## config.mk

```make
export PLATFORM = sky130hd
export DESIGN_NAME = intr_pend_fwd
export DESIGN_NICKNAME = d
export VERILOG_FILES = /design/src/rtl/intr_pend_fwd.sv
export SDC_FILE = /design/constraint.sdc
export NUM_CORES = 1
export LEC_CHECK = 0
export BUFFER_PORTS_ARGS = -buffer_cell sky130_fd_sc_hd__buf_2
export CAP_MARGIN = 10
export CORE_ASPECT_RATIO = 0.5
export CORE_MARGIN = 10
export CORE_UTILIZATION = 49
export DETAILED_ROUTE_END_ITERATION = 12
export GPL_ROUTABILITY_DRIVEN = 0
export GPL_TIMING_DRIVEN = 0
export PLACE_DENSITY = 0.81
export SLEW_MARGIN = 20
export SYNTH_ARGS = -nofsm -noshare
export SYNTH_HDL_FRONTEND = slang
export SYNTH_SLANG_ARGS = --single-unit
```

## constraint.sdc

```tcl
create_clock -name clk -period 3.3 [get_ports clk]
set_input_delay 0.825 -clock clk [delete_from_list [all_inputs] [get_ports clk]]
set_output_delay 0.825 -clock clk [all_outputs]
set_load 0.02 [all_outputs]
```

## src/rtl/intr_pend_fwd.sv

```systemverilog
module intr_pend_fwd #(
  parameter int W        = 32,
  parameter int AW       = 8,
  parameter logic [AW-1:0] PEND_OFS = 8'h14,
  parameter logic [AW-1:0] PTR_OFS  = 8'h18
) (
  input  logic          clk,
  input  logic          rst_n,
  input  logic          bus_we,
  input  logic [AW-1:0] bus_addr,
  input  logic [W-1:0]  bus_wdata,
  output logic [W-1:0]  bus_rdata,
  input  logic          route_local,
  input  logic          peer_set_valid,
  input  logic [W-1:0]  peer_set_bits,
  input  logic          ack_valid,
  input  logic [W-1:0]  ack_bits,
  output logic          pkt_valid,
  input  logic          pkt_ready,
  output logic [W-1:0]  pkt_bits,
  output logic          irq_out
);

  logic [W-1:0] pend_q;
  logic [W-1:0] snap_q;
  logic         busy_q;
  logic [W-3:0] ptr_q;

  logic [W-1:0] set_v;
  logic [W-1:0] clr_v;
  logic         accept;

  assign accept = busy_q & pkt_ready;
  assign set_v  = ((bus_we && bus_addr == PEND_OFS) ? bus_wdata : '0)
                | (peer_set_valid ? peer_set_bits : '0);
  assign clr_v  = (accept ? snap_q : '0) | (ack_valid ? ack_bits : '0);

  always_ff @(posedge clk) begin
    if (!rst_n) begin
      pend_q <= '0;
      snap_q <= '0;
      busy_q <= 1'b0;
      ptr_q  <= '0;
    end else begin
      pend_q <= (pend_q & ~clr_v) | set_v;
      if (busy_q) begin
        if (pkt_ready) busy_q <= 1'b0;
      end else if (!route_local && pend_q != '0) begin
        busy_q <= 1'b1;
        snap_q <= pend_q;
      end
      if (bus_we && bus_addr == PTR_OFS) ptr_q <= bus_wdata[W-1:2];
    end
  end

  always_comb begin
    case (bus_addr)
      PEND_OFS: bus_rdata = pend_q;
      PTR_OFS:  bus_rdata = {ptr_q, 2'b00};
      default:  bus_rdata = '0;
    endcase
  end

  assign pkt_valid = busy_q;
  assign pkt_bits  = snap_q;
  assign irq_out   = route_local & (|pend_q);

endmodule

```

==> flow_summary.yaml, run 1 <==
synth:
  ys_seq_elements: 95
  syn_inst: 509
  ys_types: 24
  syn_area_um2: 4460
  ys_seq_area_share_pct: 42.6
  yosys_warnings: 0
  syn_nets: 620
  syn_avg_cell_area_um2: 8.77
grt:
  grt_pass1_wl_um: 25000
  gr-total-overflow: 0
  antenna_found_initial: 0
  grtUsageTotal_pct: 23.1
  grt_start_max_net_pins: 17
  grt_pass1_vias: 4806
die:
  rows: 24
  die-area_um2: 13600
  ios: 177
  die_h_um: 87.5
  coreArea_um2: 8800
  die_w_um: 155
  start_util_pct: 50.7
sta:
  skew_ps: 5.94
  worstMarginPinSlew_ps: 672
  period_needed_ps: 3350
  clock.fmax_ghz: 0.298
  holdWs_ps: 482
  relSlewSlack_pct: 55.2
  drv_slew: 0
  min_period_over_period_pct: 102
  fin_ws_ps: -51.6
  rsz0062_at_grt: "true"
  finalHoldViolCount: 0
  setup_viol: 26
placed_design:
  dpl.hpwl_um: 12000
  portBuffers: 175
  dpl_cell_area_um2: 5480
  place_ws_ps: -412
  dp_cells: 801
worst_setup_path:
  cp_data_required_time_ps: 2470
  crit_family: "simple AND/OR/NAND/NOR gates"
  path_buf_inv: 4
  crit_chain: "buf_6 > or4b_4 > or2_4 > nor2_4 > buf_6 > buf_8 > a22o_1 > buf_6"
  cp.depth: 8
  crit_path_start_kind: "primary input"
  slowest_delay_ps: 540
  cp-startpoint: "bus_addr[5]"
  cp_max_fo: 5
  path_class: "in -> out"
  setup.worst_path.end_class: "output pin"
  r2r_cells: 5
  cp_common_cell: "buf_6"
  cp.arrival_ps: 2530
  crit_slowest_cell: "or4b_4"
  timing.rr.start: "pend_q[31]"
drt:
  drc: 0
  wl_per_cell_um: 20.0
  routed_via_density: 5.75
  wl_um: 16500
  vias: 4729
  ant_nets: 0
  drt_iter0_drc: 354
  drtPass1Iterations: 5
clock_tree:
  clockBufferDepth: 2
  cts_sinks: 95
  clkLatencyLatePin_ps: 350
  numCtsBuffers: 9
  cts_root_buffer: "clkbuf_16"
  cts.clk_slew.worst_paths_ps: 60
  cts_tree: "yes"
  htree_levels: 3
  cts_hold_buf: 0
finish:
  syn2layout_area_growth_pct: 37.8
  nNetsFinal: 812
  fin_util_pct: 69.9
  final_cells: 823
  n_fill_cell: 674
  insertedDiodeCount: 0
  stdcell_area_um2: 6150
  final_layout_size_suffix_gt1_share_pct: 31.3
power:
  peakVddDrop_v: 0.000287
  p_leak_nw: 2.84
  p_per_area_nw_per_um2: 436
run_status:
  status: "finished, violations left"
  violations: "negative setup slack"
min_path:
  hp-class: "reg -> reg"
  hp-start: "pkt_bits[18]"
  holdPathStages: 2
run:
  cap_violations: 0
==> synth_stat cells <==
library cell | number | area [um2]
nand2_1 | 160 | 601
nand4_1 | 2 | 12.5
nor4_1 | 8 | 50.1
or4b_4 | 1 | 13.8
mux2i_1 | 62 | 621
nand2b_1 | 3 | 18.8
a32oi_1 | 32 | 280
inv_1 | 1 | 3.75
dfxtp_1 | 95 | 1900
or4_1 | 1 | 7.51
clkbuf_1 | 24 | 90.1
a22o_1 | 30 | 263
o21a_1 | 1 | 7.51
buf_6 | 3 | 33.8
nor2_1 | 3 | 11.3
or2_2 | 2 | 12.5
a21boi_0 | 28 | 210
and2_1 | 3 | 18.8
buf_2 | 11 | 55.1
a21boi_1 | 5 | 37.5
buf_1 | 2 | 7.51
o21ai_1 | 1 | 5.00
nor2b_1 | 30 | 188
nor4_2 | 1 | 12.5
==> cell usage in the layout, fill, tap and decap left out, types with 5 or more instances in the layout <==
master     Yosys  layout
clkbuf_1      24      22
a32oi_1       32      32
a21boi_1       5       5
buf_4          0      12
nand2_1      160     160
nor4_1         8       8
dfxtp_1       95      95
nor2b_1       30      30
mux2i_1       62      62
a21boi_0      28      28
buf_2         11     149
a22o_1        30      29
clkbuf_16      0       9
buf_6          3      31
==> area by class of cell <==
type,instances,area (um2),share of cell area [%]
repair buffers,181,1130,18.3
flip-flops and latches,95,1900,30.9
well taps,117,146,2.38
clock buffers,10,239,3.89
multi-input cells,373,2400,39.0
plain buffers,40,239,3.89
clock inverters,6,93.8,1.53
inverters,1,3.75,0.0611
==> repair_timing <==
action                                  CTS  global route
endpoints found under the setup margin   32            32
gates cloned                              2             0
pin swaps                                 1            14
resized for setup                        37            45
setup buffers                             3             1
==> cells by family after synthesis <==
kind of cell | synth area share, %
and+or+nand+nor | 21.2
buffers and inverters | 4.26
muxes | 13.9
DFF | 42.6
AOI/OAI and AO/OA | 18.0
==> layer usage <==
layer	track usage, %	routed length [um]	up-vias
met3	6.46	1420	56
met4	8.78	575	0
li1	-	-	2170
met2	40.1	7900	266
met5	0	0	-
met1	26.8	6580	2237
==> registers in the layout (all words and copies together), names as in the netlist <==
signal / flops
pend_q: 32
pkt_bits: 32
pkt_valid: 1
ptr_q: 30
==> worst register-to-register path: cells and delay by family, from the launching register on <==
kind | cells | cell delay [ps]
compound gates | 1 | 610
buf+inv | 1 | 450
flops | 1 | 360
mux | 1 | 230
simple gates | 2 | 750
==> report_power, final <==
group	switching, mW	total, mW	internal [mW]	leakage (nW)
Clock	0.462	1.15	0.688	0.159
Combinational	0.166	0.298	0.132	1.91
Sequential	0.0452	1.23	1.19	0.774
Total	0.673	2.68	2.01	2.84
==> worst paths after layout <==
check                       end  slack [ps]
setup / recovery  bus_rdata[19]         -50
hold / removal     pkt_bits[18]         480
setup reg to reg   pkt_bits[20]         830
hold reg to reg    pkt_bits[18]         480
==> through the flow <==
step           TNS, ps  total power [mW]
4_1_cts          -10.9              2.67
3_3_place_gp    -10620              1.53
6_report          -599              2.68
5_1_grt          -1590              2.76
3_5_place_dp    -10950              1.54
2_1_floorplan        0              1.40
No activity file was read; power rests on OpenSTA's default activity.
==> run 2: changes to the inputs <==
==> constraint.sdc (replaced) <==
create_clock -name clk -period 3.85 [get_ports clk]
set_input_delay 0.9625 -clock clk [delete_from_list [all_inputs] [get_ports clk]]
set_output_delay 0.9625 -clock clk [all_outputs]
set_load 0.02 [all_outputs]
==> flow_summary.yaml, run 2 (synthesis results as in run 1) <==
sta:
  clock.fmax_ghz: 0.263
  period_needed_ps: 3800
  fin_ws_ps: 46.0
  finalHoldViolCount: 0
  worstMarginPinSlew_ps: 682
  skew_ps: 6.70
  relSlewSlack_pct: 54.2
  rsz0062_at_grt: "false"
  setup_viol: 0
  min_period_over_period_pct: 98.8
  drv_slew: 0
power:
  p_per_area_nw_per_um2: 392
  p_leak_nw: 2.77
  peakVddDrop_v: 0.000247
  total_power_mw: 2.29
die:
  coreArea_um2: 8800
  die_h_um: 87.5
  rows: 24
  die-area_um2: 13600
  ios: 177
  start_util_pct: 50.7
  die_w_um: 155
grt:
  grt_pass1_vias: 4694
  grt_pass1_wl_um: 24400
  gr-total-overflow: 0
  grt_start_max_net_pins: 17
  grtUsageTotal_pct: 22.4
  antenna_found_initial: 0
drt:
  ant_nets: 0
  wl_um: 15800
  routed_via_density: 5.59
  drt_iter0_drc: 331
  wl_per_cell_um: 19.4
  vias: 4566
  drc: 0
  drtPass1Iterations: 5
run_status:
  status: "finished, final reports clean"
clock_tree:
  htree_levels: 3
  cts_tree: "yes"
  cts.clk_slew.worst_paths_ps: 60
  cts_sinks: 95
  numCtsBuffers: 9
  postCtsSetupRepairBufs: 0
  clkLatencyLatePin_ps: 350
  cts_root_buffer: "clkbuf_16"
  clockBufferDepth: 2
finish:
  n_fill_cell: 729
  insertedDiodeCount: 0
  mostFrequentLayoutCells: "buf_2, nand2_1, dfxtp_1"
  nNetsFinal: 806
  fin_util_pct: 66.3
  final_cells: 817
  final_common_cell: "buf_2"
  syn2layout_area_growth_pct: 30.7
  final_layout_size_suffix_gt1_share_pct: 30.3
worst_setup_path:
  slowest_delay_ps: 540
  crit_path_start_kind: "primary input"
  cp_data_required_time_ps: 2890
  path_class: "in -> out"
  crit_slowest_cell: "or4b_4"
  cp.arrival_ps: 2840
  cp_common_cell: "buf_2"
  cp_max_fo: 10
  crit_chain: "buf_2 > or4b_4 > or2_2 > nor2_2 > buf_4 > a22o_1 > buf_2"
  setup.worst_path.end_class: "output pin"
placed_design:
  dpl.hpwl_um: 12000
  portBuffers: 175
  place_ws_ps: -137
  dp_cells: 801
min_path:
  hp-class: "reg -> reg"
run:
  cap_violations: 0
run 2: cell count changes in the layout (fill, tap and decap cells not counted), moves of 2 or more:
cell	change
buf_8	-2
clkbuf_2	+2
buf_4	-10
nor2_4	-2
buf_2	+34
clkbuf_8	-2
buf_6	-28
run 2: layer usage:
metal  up-vias  wire length (um)  global-route usage (%)
met5         -                 0                       0
met4         0               297                    7.08
met3        25              1310                    5.97
met2       224              7840                    39.4
met1      2156              6370                    26.3
li1       2161                 -                       -
run 2: worst max-delay path, delay by kind of cell:
family	cells	cell delay [ps]
simple gates	3	1120
compound gates	1	200
buf+inv	3	560
run 2: layout make-up:
type / count / area [um2] / share of cell area [%]
Buffer: 40 / 196 / 3.37
Clock buffer: 10 / 239 / 4.10
Clock inverter: 6 / 93.8 / 1.61
Inverter: 1 / 3.75 / 0.0644
Multi-Input combinational cell: 373 / 2370 / 40.7
Sequential cell: 95 / 1900 / 32.6
Tap cell: 117 / 146 / 2.51
Timing Repair Buffer: 175 / 876 / 15.0
run 2: report_power, final:
group	internal, mW	switching (mW)	leakage (nW)
registers	1.02	0.0382	0.774
logic	0.111	0.139	1.83
clock network	0.590	0.391	0.159
total	1.72	0.568	2.77
run 2: timing repair:
item                       CTS  global route
setup endpoints to repair   30            13
hold buffers                 0             0
gates resized for setup      4             3
run 2: stage by stage:
step / setup TNS (ps) / hold slack, ps / cell area [um2]
6_report: 0 / 480 / 5830
5_1_grt: 0 / 496 / 5830
4_1_cts: 0 / 478 / 5820
3_5_place_dp: -2580 / 469 / 5480
3_3_place_gp: -2260 / 459 / 5480
2_1_floorplan: 0 / 456 / 4460
run 2: worst paths after layout:
path	start	depth (start not counted)	slack, ps	end
worst max-delay path	bus_addr[5]	7	50	bus_rdata[7]
worst max register to register	pend_q[31]	5	1310	pkt_bits[20]
worst min register to register	pkt_bits[18]	2	480	pkt_bits[18]
worst min-delay path	pkt_bits[18]	2	480	pkt_bits[18]
==> run 3: changes to the inputs <==
==> constraint.sdc (replaced) <==
create_clock -name clk -period 4 [get_ports clk]
set_input_delay 1 -clock clk [delete_from_list [all_inputs] [get_ports clk]]
set_output_delay 1 -clock clk [all_outputs]
set_load 0.02 [all_outputs]
==> flow_summary.yaml, run 3 (synthesis results as in run 1) <==
drt:
  drtPass1Iterations: 5
  drc: 0
  routed_via_density: 5.62
  ant_nets: 0
  drt_iter0_drc: 305
  wl_per_cell_um: 19.4
  wl_um: 15800
  vias: 4595
finish:
  regArea_um2: 1900
  n_fill_cell: 733
  insertedDiodeCount: 0
  stdcell_area_um2: 5820
  nNetsFinal: 806
  fin_util_pct: 66.2
  syn2layout_area_growth_pct: 30.5
  final_layout_size_suffix_gt1_share_pct: 30.3
  mostFrequentLayoutCells: "buf_2, nand2_1, dfxtp_1"
  multiInputGateArea_um2: 2370
  final_common_cell: "buf_2"
sta:
  holdWs_ps: 482
  clock.fmax_ghz: 0.251
  skew_ps: 6.75
  min_period_over_period_pct: 99.5
  rsz0062_at_grt: "false"
  finalHoldViolCount: 0
  period_needed_ps: 3980
  worstMarginPinSlew_ps: 675
  drv_slew: 0
  setup_viol: 0
  relSlewSlack_pct: 54.7
  tns_ps: 0
grt:
  antenna_found_initial: 0
  grt_start_max_net_pins: 17
  grt_pass1_wl_um: 24400
  grtUsageTotal_pct: 22.4
  grt_pass1_vias: 4694
  gr-total-overflow: 0
die:
  coreArea_um2: 8800
  die_h_um: 87.5
  rows: 24
  start_util_pct: 50.7
  die_w_um: 155
  ios: 177
  die-area_um2: 13600
clock_tree:
  cts_sinks: 95
  numCtsBuffers: 9
  cts.clk_slew.worst_paths_ps: 70
  cts_tree: "yes"
  cts_hold_buf: 0
  clockBufferDepth: 2
  htree_levels: 3
  clkLatencyLatePin_ps: 340
  cts_root_buffer: "clkbuf_16"
worst_setup_path:
  setup.worst_path.end_class: "output pin"
  cp_data_required_time_ps: 3000
  crit_path_start_kind: "primary input"
  path_class: "in -> out"
  cp-startpoint: "bus_addr[5]"
  cp_max_fo: 10
  cp.arrival_ps: 2980
  timing.rr.start: "pend_q[31]"
run_status:
  status: "finished, final reports clean"
power:
  p_leak_nw: 2.77
  peakVddDrop_v: 0.000231
  total_power_mw: 2.20
  p_per_area_nw_per_um2: 379
min_path:
  hp-class: "reg -> reg"
  hp-start: "pkt_bits[18]"
run:
  cap_violations: 0
placed_design:
  portBuffers: 175
  dpl.hpwl_um: 12000
  dpl_cell_area_um2: 5480
run 3: worst max-delay path, stage by stage:
cell	delay, ps
buf_2	100
or4b_4	540
or2_2	310
nor2_2	260
buf_2	360
a22o_1	230
buf_2	180
run 3: power breakdown:
group          total [mW]  internal (mW)  switching, mW
Combinational       0.241          0.107          0.134
Sequential           1.02          0.979         0.0364
Clock               0.948          0.568          0.379
Total                2.20           1.65          0.550
run 3: stage by stage:
step                cells  worst slack (ps)
floorplan             509               466
detailed placement    801             -62.2
global placement      801             -39.1
global route          817              2.41
CTS                   817              55.6
finish                817              19.4
run 3: area by class of cell:
class                   count  area share [%]
multi-input cells         373            40.7
flip-flops and latches     95            32.7
repair buffers            175            15.0
clock buffers              10            4.10
plain buffers              40            3.25
well taps                 117            2.51
clock inverters             6            1.61
inverters                   1          0.0645
run 3: worst paths after layout:
| kind | end | depth (start not counted) | slack [ps] |
|---|---|---|---|
| setup / recovery | bus_rdata[7] | 7 | 20 |
| hold / removal | pkt_bits[18] | 2 | 480 |
| setup reg to reg | pkt_bits[20] | 5 | 1530 |
| hold reg to reg | pkt_bits[18] | 2 | 480 |
run 3: metal layers:
layer	GRT usage [%]	vias to the layer above	part of all wire [%]	wire, um
li1	-	2159	-	-
met1	26.3	2193	40	6360
met2	39.4	223	49	7810
met3	5.97	20	8.8	1390
met4	7.08	0	1.7	272
met5	0	-	0	0
run 3: what timing repair did:
action	in CTS	in global routing
endpoints found under the setup margin	19	0
buffers inserted	0	0
gates resized for setup	3	0
